**src/rtl/sbus_pkg.sv**
```systemverilog
package sbus_pkg;
  typedef enum logic [1:0] {PICK_PC, PICK_RD, PICK_RS1, PICK_RS2} rfPick_e;
  typedef enum logic [1:0] {IMM_I, IMM_S, IMM_B, IMM_J} immKind_e;
  typedef enum logic [3:0] {
    FN_ADD, FN_SUB, FN_AND, FN_OR, FN_XOR, FN_SLL, FN_SRL, FN_SRA,
    FN_EQ, FN_NE, FN_LT, FN_GE, FN_LTU, FN_GEU, FN_INC4, FN_DEC4
  } aluFn_e;

  typedef struct packed {
    aluFn_e   aluFn;
    immKind_e immKind;
    rfPick_e  rfPick;
    logic     memWrite;
    logic     rfWrite;
    logic     latInst;
    logic     latAddr;
    logic     latB;
    logic     latA;
    logic     srcMem;
    logic     srcAlu;
    logic     srcReg;
    logic     srcImm;
  } ctrlWord_t;

  localparam int CTRL_W = $bits(ctrlWord_t);
  localparam int IDX_W  = 5;
  localparam int OPC_W  = 7;

  typedef struct packed {
    logic             drvImm;
    logic             drvReg;
    logic             drvAlu;
    logic             drvMem;
    logic             ldA;
    logic             ldB;
    logic             ldMa;
    logic             ldIr;
    logic             rfWe;
    logic             rfPc;
    logic [IDX_W-1:0] rfIdx;
    logic             memWe;
    immKind_e         immKind;
    aluFn_e           aluFn;
  } strobe_t;
endpackage

```
**src/rtl/sbus_ctrl.sv**
```systemverilog
module sbus_ctrl
  import sbus_pkg::*;
(
  input  logic             clk,
  input  logic             rstN,
  input  ctrlWord_t        cw,
  input  logic [IDX_W-1:0] rdIdx,
  input  logic [IDX_W-1:0] rs1Idx,
  input  logic [IDX_W-1:0] rs2Idx,
  input  logic             memBusy,
  output strobe_t          stb
);
  logic stall;

  always_comb begin
    stb        = '0;
    stb.drvImm = cw.srcImm;
    stb.drvReg = cw.srcReg & ~cw.srcImm;
    stb.drvAlu = cw.srcAlu & ~cw.srcImm & ~cw.srcReg;
    stb.drvMem = cw.srcMem & ~cw.srcImm & ~cw.srcReg & ~cw.srcAlu;
    stall      = stb.drvMem & memBusy;
    stb.ldA    = cw.latA    & ~stall;
    stb.ldB    = cw.latB    & ~stall;
    stb.ldMa   = cw.latAddr & ~stall;
    stb.ldIr   = cw.latInst & ~stall;
    stb.rfWe   = cw.rfWrite & ~stall;
    stb.rfPc   = (cw.rfPick == PICK_PC);
    unique case (cw.rfPick)
      PICK_RD:  stb.rfIdx = rdIdx;
      PICK_RS1: stb.rfIdx = rs1Idx;
      PICK_RS2: stb.rfIdx = rs2Idx;
      default:  stb.rfIdx = '0;
    endcase
    stb.memWe   = cw.memWrite;
    stb.immKind = cw.immKind;
    stb.aluFn   = cw.aluFn;
  end


  bus_conflict_chk: assert property (@(posedge clk) disable iff (!rstN)
    $onehot0({cw.srcImm, cw.srcReg, cw.srcAlu, cw.srcMem}));
endmodule

```
**src/rtl/sbus_regfile.sv**
```systemverilog
module sbus_regfile
  import sbus_pkg::*;
#(
  parameter int XLEN  = 32,
  parameter int NREGS = 32
) (
  input  logic             clk,
  input  logic             rstN,
  input  logic             we,
  input  logic             isPc,
  input  logic [IDX_W-1:0] idx,
  input  logic [XLEN-1:0]  wData,
  output logic [XLEN-1:0]  rData
);
  localparam int NENT = NREGS + 1;
  localparam int AW   = $clog2(NENT);

  logic [AW-1:0]   addr;
  logic [XLEN-1:0] ent [NENT];

  assign addr = isPc ? AW'(NREGS) : AW'(idx);

  for (genvar g = 0; g < NENT; g++) begin : gEnt
    if (g == 0) begin : gZero
      assign ent[g] = '0;
    end else begin : gReg
      logic [XLEN-1:0] q;
      always_ff @(posedge clk) begin
        if (!rstN)                      q <= '0;
        else if (we && addr == AW'(g))  q <= wData;
      end
      assign ent[g] = q;
    end
  end

  assign rData = ent[addr];


  x0_zero_chk: assert property (@(posedge clk) disable iff (!rstN)
    (!isPc && idx == '0) |-> (rData == '0));
endmodule

```
**src/rtl/sbus_alu.sv**
```systemverilog
module sbus_alu
  import sbus_pkg::*;
#(
  parameter int XLEN = 32
) (
  input  logic [XLEN-1:0] a,
  input  logic [XLEN-1:0] b,
  input  aluFn_e          fn,
  output logic [XLEN-1:0] res,
  output logic            cond
);
  localparam int SH_W = $clog2(XLEN);

  logic [SH_W-1:0] sh;
  logic            isCmp;

  assign sh = b[SH_W-1:0];

  always_comb begin
    cond  = 1'b0;
    isCmp = 1'b1;
    unique case (fn)
      FN_EQ:   cond = (a == b);
      FN_NE:   cond = (a != b);
      FN_LT:   cond = ($signed(a) <  $signed(b));
      FN_GE:   cond = ($signed(a) >= $signed(b));
      FN_LTU:  cond = (a <  b);
      FN_GEU:  cond = (a >= b);
      default: isCmp = 1'b0;
    endcase
    unique case (fn)
      FN_ADD:  res = a + b;
      FN_SUB:  res = a - b;
      FN_AND:  res = a & b;
      FN_OR:   res = a | b;
      FN_XOR:  res = a ^ b;
      FN_SLL:  res = a << sh;
      FN_SRL:  res = a >> sh;
      FN_SRA:  res = XLEN'($signed(a) >>> sh);
      FN_INC4: res = a + XLEN'(4);
      FN_DEC4: res = a - XLEN'(4);
      default: res = isCmp ? XLEN'(cond) : '0;
    endcase
  end
endmodule

```
**src/rtl/sbus_datapath.sv**
```systemverilog
module sbus_datapath
  import sbus_pkg::*;
#(
  parameter int XLEN  = 32,
  parameter int NREGS = 32
) (
  input  logic             clk,
  input  logic             rstN,
  input  strobe_t          stb,
  input  logic [XLEN-1:0]  memRData,
  output logic [XLEN-1:0]  memAddr,
  output logic [XLEN-1:0]  memWData,
  output logic             memWe,
  output logic [OPC_W-1:0] opcode,
  output logic             cond,
  output logic [IDX_W-1:0] rdIdx,
  output logic [IDX_W-1:0] rs1Idx,
  output logic [IDX_W-1:0] rs2Idx
);
  logic [XLEN-1:0] aReg, bReg, maReg, irReg;
  logic [XLEN-1:0] bus, immVal, rfData, aluRes;

  always_comb begin
    unique case (stb.immKind)
      IMM_I:   immVal = {{(XLEN-12){irReg[31]}}, irReg[31:20]};
      IMM_S:   immVal = {{(XLEN-12){irReg[31]}}, irReg[31:25], irReg[11:7]};
      IMM_B:   immVal = {{(XLEN-13){irReg[31]}}, irReg[31], irReg[7],
                         irReg[30:25], irReg[11:8], 1'b0};
      default: immVal = {{(XLEN-21){irReg[31]}}, irReg[31], irReg[19:12],
                         irReg[20], irReg[30:21], 1'b0};
    endcase
  end

  sbus_regfile #(.XLEN(XLEN), .NREGS(NREGS)) u_rf (
    .clk(clk), .rstN(rstN), .we(stb.rfWe), .isPc(stb.rfPc),
    .idx(stb.rfIdx), .wData(bus), .rData(rfData)
  );

  sbus_alu #(.XLEN(XLEN)) u_alu (
    .a(aReg), .b(bReg), .fn(stb.aluFn), .res(aluRes), .cond(cond)
  );

  always_comb begin
    if      (stb.drvImm) bus = immVal;
    else if (stb.drvReg) bus = rfData;
    else if (stb.drvAlu) bus = aluRes;
    else if (stb.drvMem) bus = memRData;
    else                 bus = '0;
  end

  always_ff @(posedge clk) begin
    if (!rstN) begin
      aReg  <= '0;
      bReg  <= '0;
      maReg <= '0;
      irReg <= '0;
    end else begin
      if (stb.ldA)  aReg  <= bus;
      if (stb.ldB)  bReg  <= bus;
      if (stb.ldMa) maReg <= bus;
      if (stb.ldIr) irReg <= bus;
    end
  end

  assign memAddr  = maReg;
  assign memWData = bus;
  assign memWe    = stb.memWe;
  assign opcode   = irReg[OPC_W-1:0];
  assign rdIdx    = irReg[11:7];
  assign rs1Idx   = irReg[19:15];
  assign rs2Idx   = irReg[24:20];


  a_load_chk: assert property (@(posedge clk) disable iff (!rstN)
    stb.ldA |=> (aReg == $past(bus)));

  a_hold_chk: assert property (@(posedge clk) disable iff (!rstN)
    !stb.ldA |=> $stable(aReg));

  opcode_capture_chk: assert property (@(posedge clk) disable iff (!rstN)
    stb.ldIr |=> (opcode == $past(bus[OPC_W-1:0])));
endmodule

```
**src/rtl/sbus_top.sv**
```systemverilog
module sbus_top
  import sbus_pkg::*;
#(
  parameter int XLEN  = 32,
  parameter int NREGS = 32
) (
  input  logic              clk,
  input  logic              rstN,
  input  logic [CTRL_W-1:0] ctrlWord,
  input  logic [XLEN-1:0]   memRData,
  input  logic              memBusy,
  output logic [XLEN-1:0]   memAddr,
  output logic [XLEN-1:0]   memWData,
  output logic              memWe,
  output logic [OPC_W-1:0]  opcode,
  output logic              cond
);
  ctrlWord_t        cw;
  strobe_t          stb;
  logic [IDX_W-1:0] rdIdx, rs1Idx, rs2Idx;

  assign cw = ctrlWord_t'(ctrlWord);

  sbus_ctrl u_ctrl (
    .clk(clk), .rstN(rstN), .cw(cw), .rdIdx(rdIdx), .rs1Idx(rs1Idx),
    .rs2Idx(rs2Idx), .memBusy(memBusy), .stb(stb)
  );

  sbus_datapath #(.XLEN(XLEN), .NREGS(NREGS)) u_dp (
    .clk(clk), .rstN(rstN), .stb(stb), .memRData(memRData),
    .memAddr(memAddr), .memWData(memWData), .memWe(memWe),
    .opcode(opcode), .cond(cond), .rdIdx(rdIdx), .rs1Idx(rs1Idx),
    .rs2Idx(rs2Idx)
  );


  busy_hold_chk: assert property (@(posedge clk) disable iff (!rstN)
    (cw.srcMem && !cw.srcImm && !cw.srcReg && !cw.srcAlu && memBusy)
      |=> ($stable(opcode) && $stable(memAddr)));
endmodule

```
**config.mk**
```make
export PLATFORM = sky130hd
export DESIGN_NAME = sbus_top
export DESIGN_NICKNAME = d
export VERILOG_FILES = /design/src/rtl/sbus_pkg.sv /design/src/rtl/sbus_ctrl.sv /design/src/rtl/sbus_regfile.sv /design/src/rtl/sbus_alu.sv /design/src/rtl/sbus_datapath.sv /design/src/rtl/sbus_top.sv
export SDC_FILE = /design/constraint.sdc
export NUM_CORES = 2
export LEC_CHECK = 0
export ABC_AREA = 0
export BUFFER_PORTS_ARGS = -buffer_cell sky130_fd_sc_hd__buf_4
export CAP_MARGIN = 20
export CORE_MARGIN = 3
export CORE_UTILIZATION = 59
export CTS_CLUSTER_DIAMETER = 200
export CTS_CLUSTER_SIZE = 16
export DETAILED_ROUTE_END_ITERATION = 10
export MAX_ROUTING_LAYER = met4
export PLACE_DENSITY = 0.85
export SLEW_MARGIN = 30
export SYNTH_ARGS = -nofsm -noshare
export SYNTH_HDL_FRONTEND = slang
export SYNTH_HIERARCHICAL = 1
export SYNTH_SLANG_ARGS = --single-unit
```
**constraint.sdc**
```tcl
create_clock -name clk -period 5.73 [get_ports clk]
set_input_delay 0.2865 -clock clk [delete_from_list [all_inputs] [get_ports clk]]
set_output_delay 0.2865 -clock clk [all_outputs]
set_load 0.005 [all_outputs]
```
==> qor.yml <==
report.final.slew_viol_count: 0
maxCapViolCount: 0
post-route-util: 0.644
port_buffers: 123
fin_hold_ws_ns: -0.00870
grt_pass1_wl_mm: 404
cts_tree: "built"
synthArstFlopShare: 0
cts_sinks: 1152
finClkSkew_ns: 0.0402
clock.fmax_ghz: 0.173
wl_per_cell_um: 30.3
stdcell_area_um2: 68400
violations: "hold timing, setup timing"
multiInputGateArea_um2: 36600
syn_avg_cell_area_um2: 7.89
place_congestion: 1.06
cp.depth: 12
synth_edf_count: 0
critPathTopFamily: "compound AO/OA/AOI/OAI gates"
synth_ff_type: "dfxtp_1"
worst_pin_slew_ns: 1.14
hpwl_mm: 183
cp_data_required_time_ns: 5.44
drive_gt1_frac: 0.113
cp_cell_sequence: "mux2_2, a22o_2, or3b_1, buf_4, o22ai_1, a211oi_1, a221oi_1, inv_1, a221o_1, nand2_1, buf_4, buf_4"
clock_latency_ns: 0.71
via_count: 65366
rows: 119
p_per_area_nw_per_um2: 249
status: "complete, but fails checks"
antenna_found_initial: 17
syn_to_final_growth_pct: 7.59
final.min_clock_period_ns: 5.78
hold_viol_final: 3
finalPower_mw: 17.0
dieArea_um2: 112000
root_buffer: "clkbuf_16"
ios: 126
yosysSeqAreaShare: 0.363
slew-limit-headroom: 0.242
ys_types: 111
cts_max_path_buffers: 3
ys_warn_count: 6
timing.hold.worst.class: "primary input to flop"
reg2reg_depth: 14
n_fill_cell: 8943
grt_use_total: 0.494
syn-cell-area_um2: 63600
via_per_inst: 7.09
routed_wl_mm: 279
clkTransAtPathRegs_ns: 0.09
gr-total-overflow: 0
r2r_slack_ns: 0.17
criticalPathCategory: "flop to primary output"
critical_path.most_common_cell: "buf_4"
setup_viol: 4
ys_ff_latch: 1152
place_area_um2: 66000
syn_inst: 8058
syn_nets: 8212
finalNetCount: 7956
period_share: 1.01
placed_cells: 9105
cpPeakStageDelay_ns: 0.90
critPathMaxFanout: 33
grt_max_degree: 288
dr.pass1.iters: 7
antenna_left: 0
grt_pass1_vias: 61385
p_leak_nw: 23.0
endpoint_kind: "primary output"
drc: 0
cp-start-kind: "flop"
crit_slowest_cell: "or3b_1"
initial_utilization: 0.599
worst_slack_ns: -0.0537
core_um2: 106000
hold_depth: 3
die_x_um: 334
critical_path_buf_inv_count: 4
die_height_um: 334
fin_cells: 9220
numCtsBuffers: 81
cts_max_level: 3
ir_drop_uv: 250
drt_iter0_drc: 11142
seq_area_um2: 23100
cp.arrival_ns: 5.50
-- cell usage in the layout, fill, tap and decap left out, types with 86 or more instances in the layout --
cell type	instances
dfxtp_1	1144
inv_1	155
a21boi_1	602
buf_4	432
a21boi_0	426
a21oi_1	266
nand2_1	2265
o221ai_1	91
mux2_2	89
mux2i_1	221
nand3_1	86
o21ai_0	301
a31oi_1	107
ha_1	98
nor2_1	220
-- layer usage --
layer,part of all wire,vias up,track usage
met3,0.14,1762,0.159
met4,0.11,0,0.442
li1,-,27474,-
met1,0.33,30724,0.557
met5,0,-,-
met2,0.41,5406,0.698
-- cells in the mapped netlist (all sizes together) (32+ instances only) --
library cell  instances  area (um^2)
a2bb2oi              58          508
a21oi               282         1470
o211ai               32          240
buf                 312         1820
dfxtp              1152        23100
nand4                35          234
mux2                 99         1120
mux4                 56         1260
inv                 157          592
a31oi               108          676
a221o                53          531
clkbuf              505         1900
o221ai               91          797
xnor2                42          368
nor4                 37          283
nand2              2291         8600
ha                   99         1240
mux2i               221         2210
o22ai                39          244
nand3                86          430
a221oi               74          661
nand3b               40          342
a22oi                54          405
nor2                245          966
nor3                 82          483
a21boi             1032         7750
o21ai               312         1560
-- per-stage QoR --
| stage | setup slack, ns | TNS [ns] |
|---|---|---|
| 3_5_place_dp | 0.387 | 0 |
| 6_report | -0.0537 | -0.167 |
| 3_3_place_gp | 0.418 | 0 |
| 5_1_grt | -0.00224 | -0.00276 |
| 2_1_floorplan | 0.764 | 0 |
| 4_1_cts | 0.0108 | 0 |
-- tightest hold or removal path, stage by stage --
cell and delay (ns):
buf_8 0.19, o21ai_0 0.13, a21oi_1 0.04
-- final timing paths --
path,from,endpoint
max,u_dp/irReg[22],memWData[1]
min,rstN,u_dp/memAddr[24]
max reg2reg,u_dp/irReg[22],u_dp/u_rf/gEnt[20].gReg.q[13]
min reg2reg,u_dp/u_rf/gEnt[26].gReg.q[12],u_dp/u_rf/gEnt[26].gReg.q[12]
-- cell families (layout without fill, tap and decap cells) --
group / after synthesis / count (layout) / synth area share
compound gates: 2421 / 2421 / 0.273
xor+xnor: 42 / 42 / 0.00579
fa+ha+maj: 101 / 101 / 0.0201
buf+inv: 977 / 727 / 0.0680
flops: 1152 / 1152 / 0.363
mux: 376 / 376 / 0.0722
other cells: 0 / 21 / 0
simple gates: 2989 / 2989 / 0.198
-- power breakdown --
group,internal [mW],switching [mW]
Sequential,8.08,0.0739
Combinational,1.07,2.33
Clock,2.56,2.91
-- sequential cells by signal (all words and copies together) (netlist names) --
register,flops
u_dp/u_rf/gEnt.gReg.q,1024
u_dp/aReg,32
u_dp/bReg,32
u_dp/memAddr,32
u_dp/irReg,32
-- cell type report --
type,count,area share
Timing Repair Buffer,478,0.0609
Sequential cell,1152,0.337
Clock inverter,6,0.00110
Multi-Input combinational cell,5929,0.536
Clock buffer,83,0.0301
Antenna cell,21,0.000768
Tap cell,1391,0.0254
Inverter,160,0.00882
-- repair_timing --
action	CTS	global route
setup endpoints to repair	7	14
hold buffers	0	0
setup buffers	0	2
pin swaps	0	2
gates resized for setup	5	19
No activity file was read; power rests on OpenSTA's default activity.
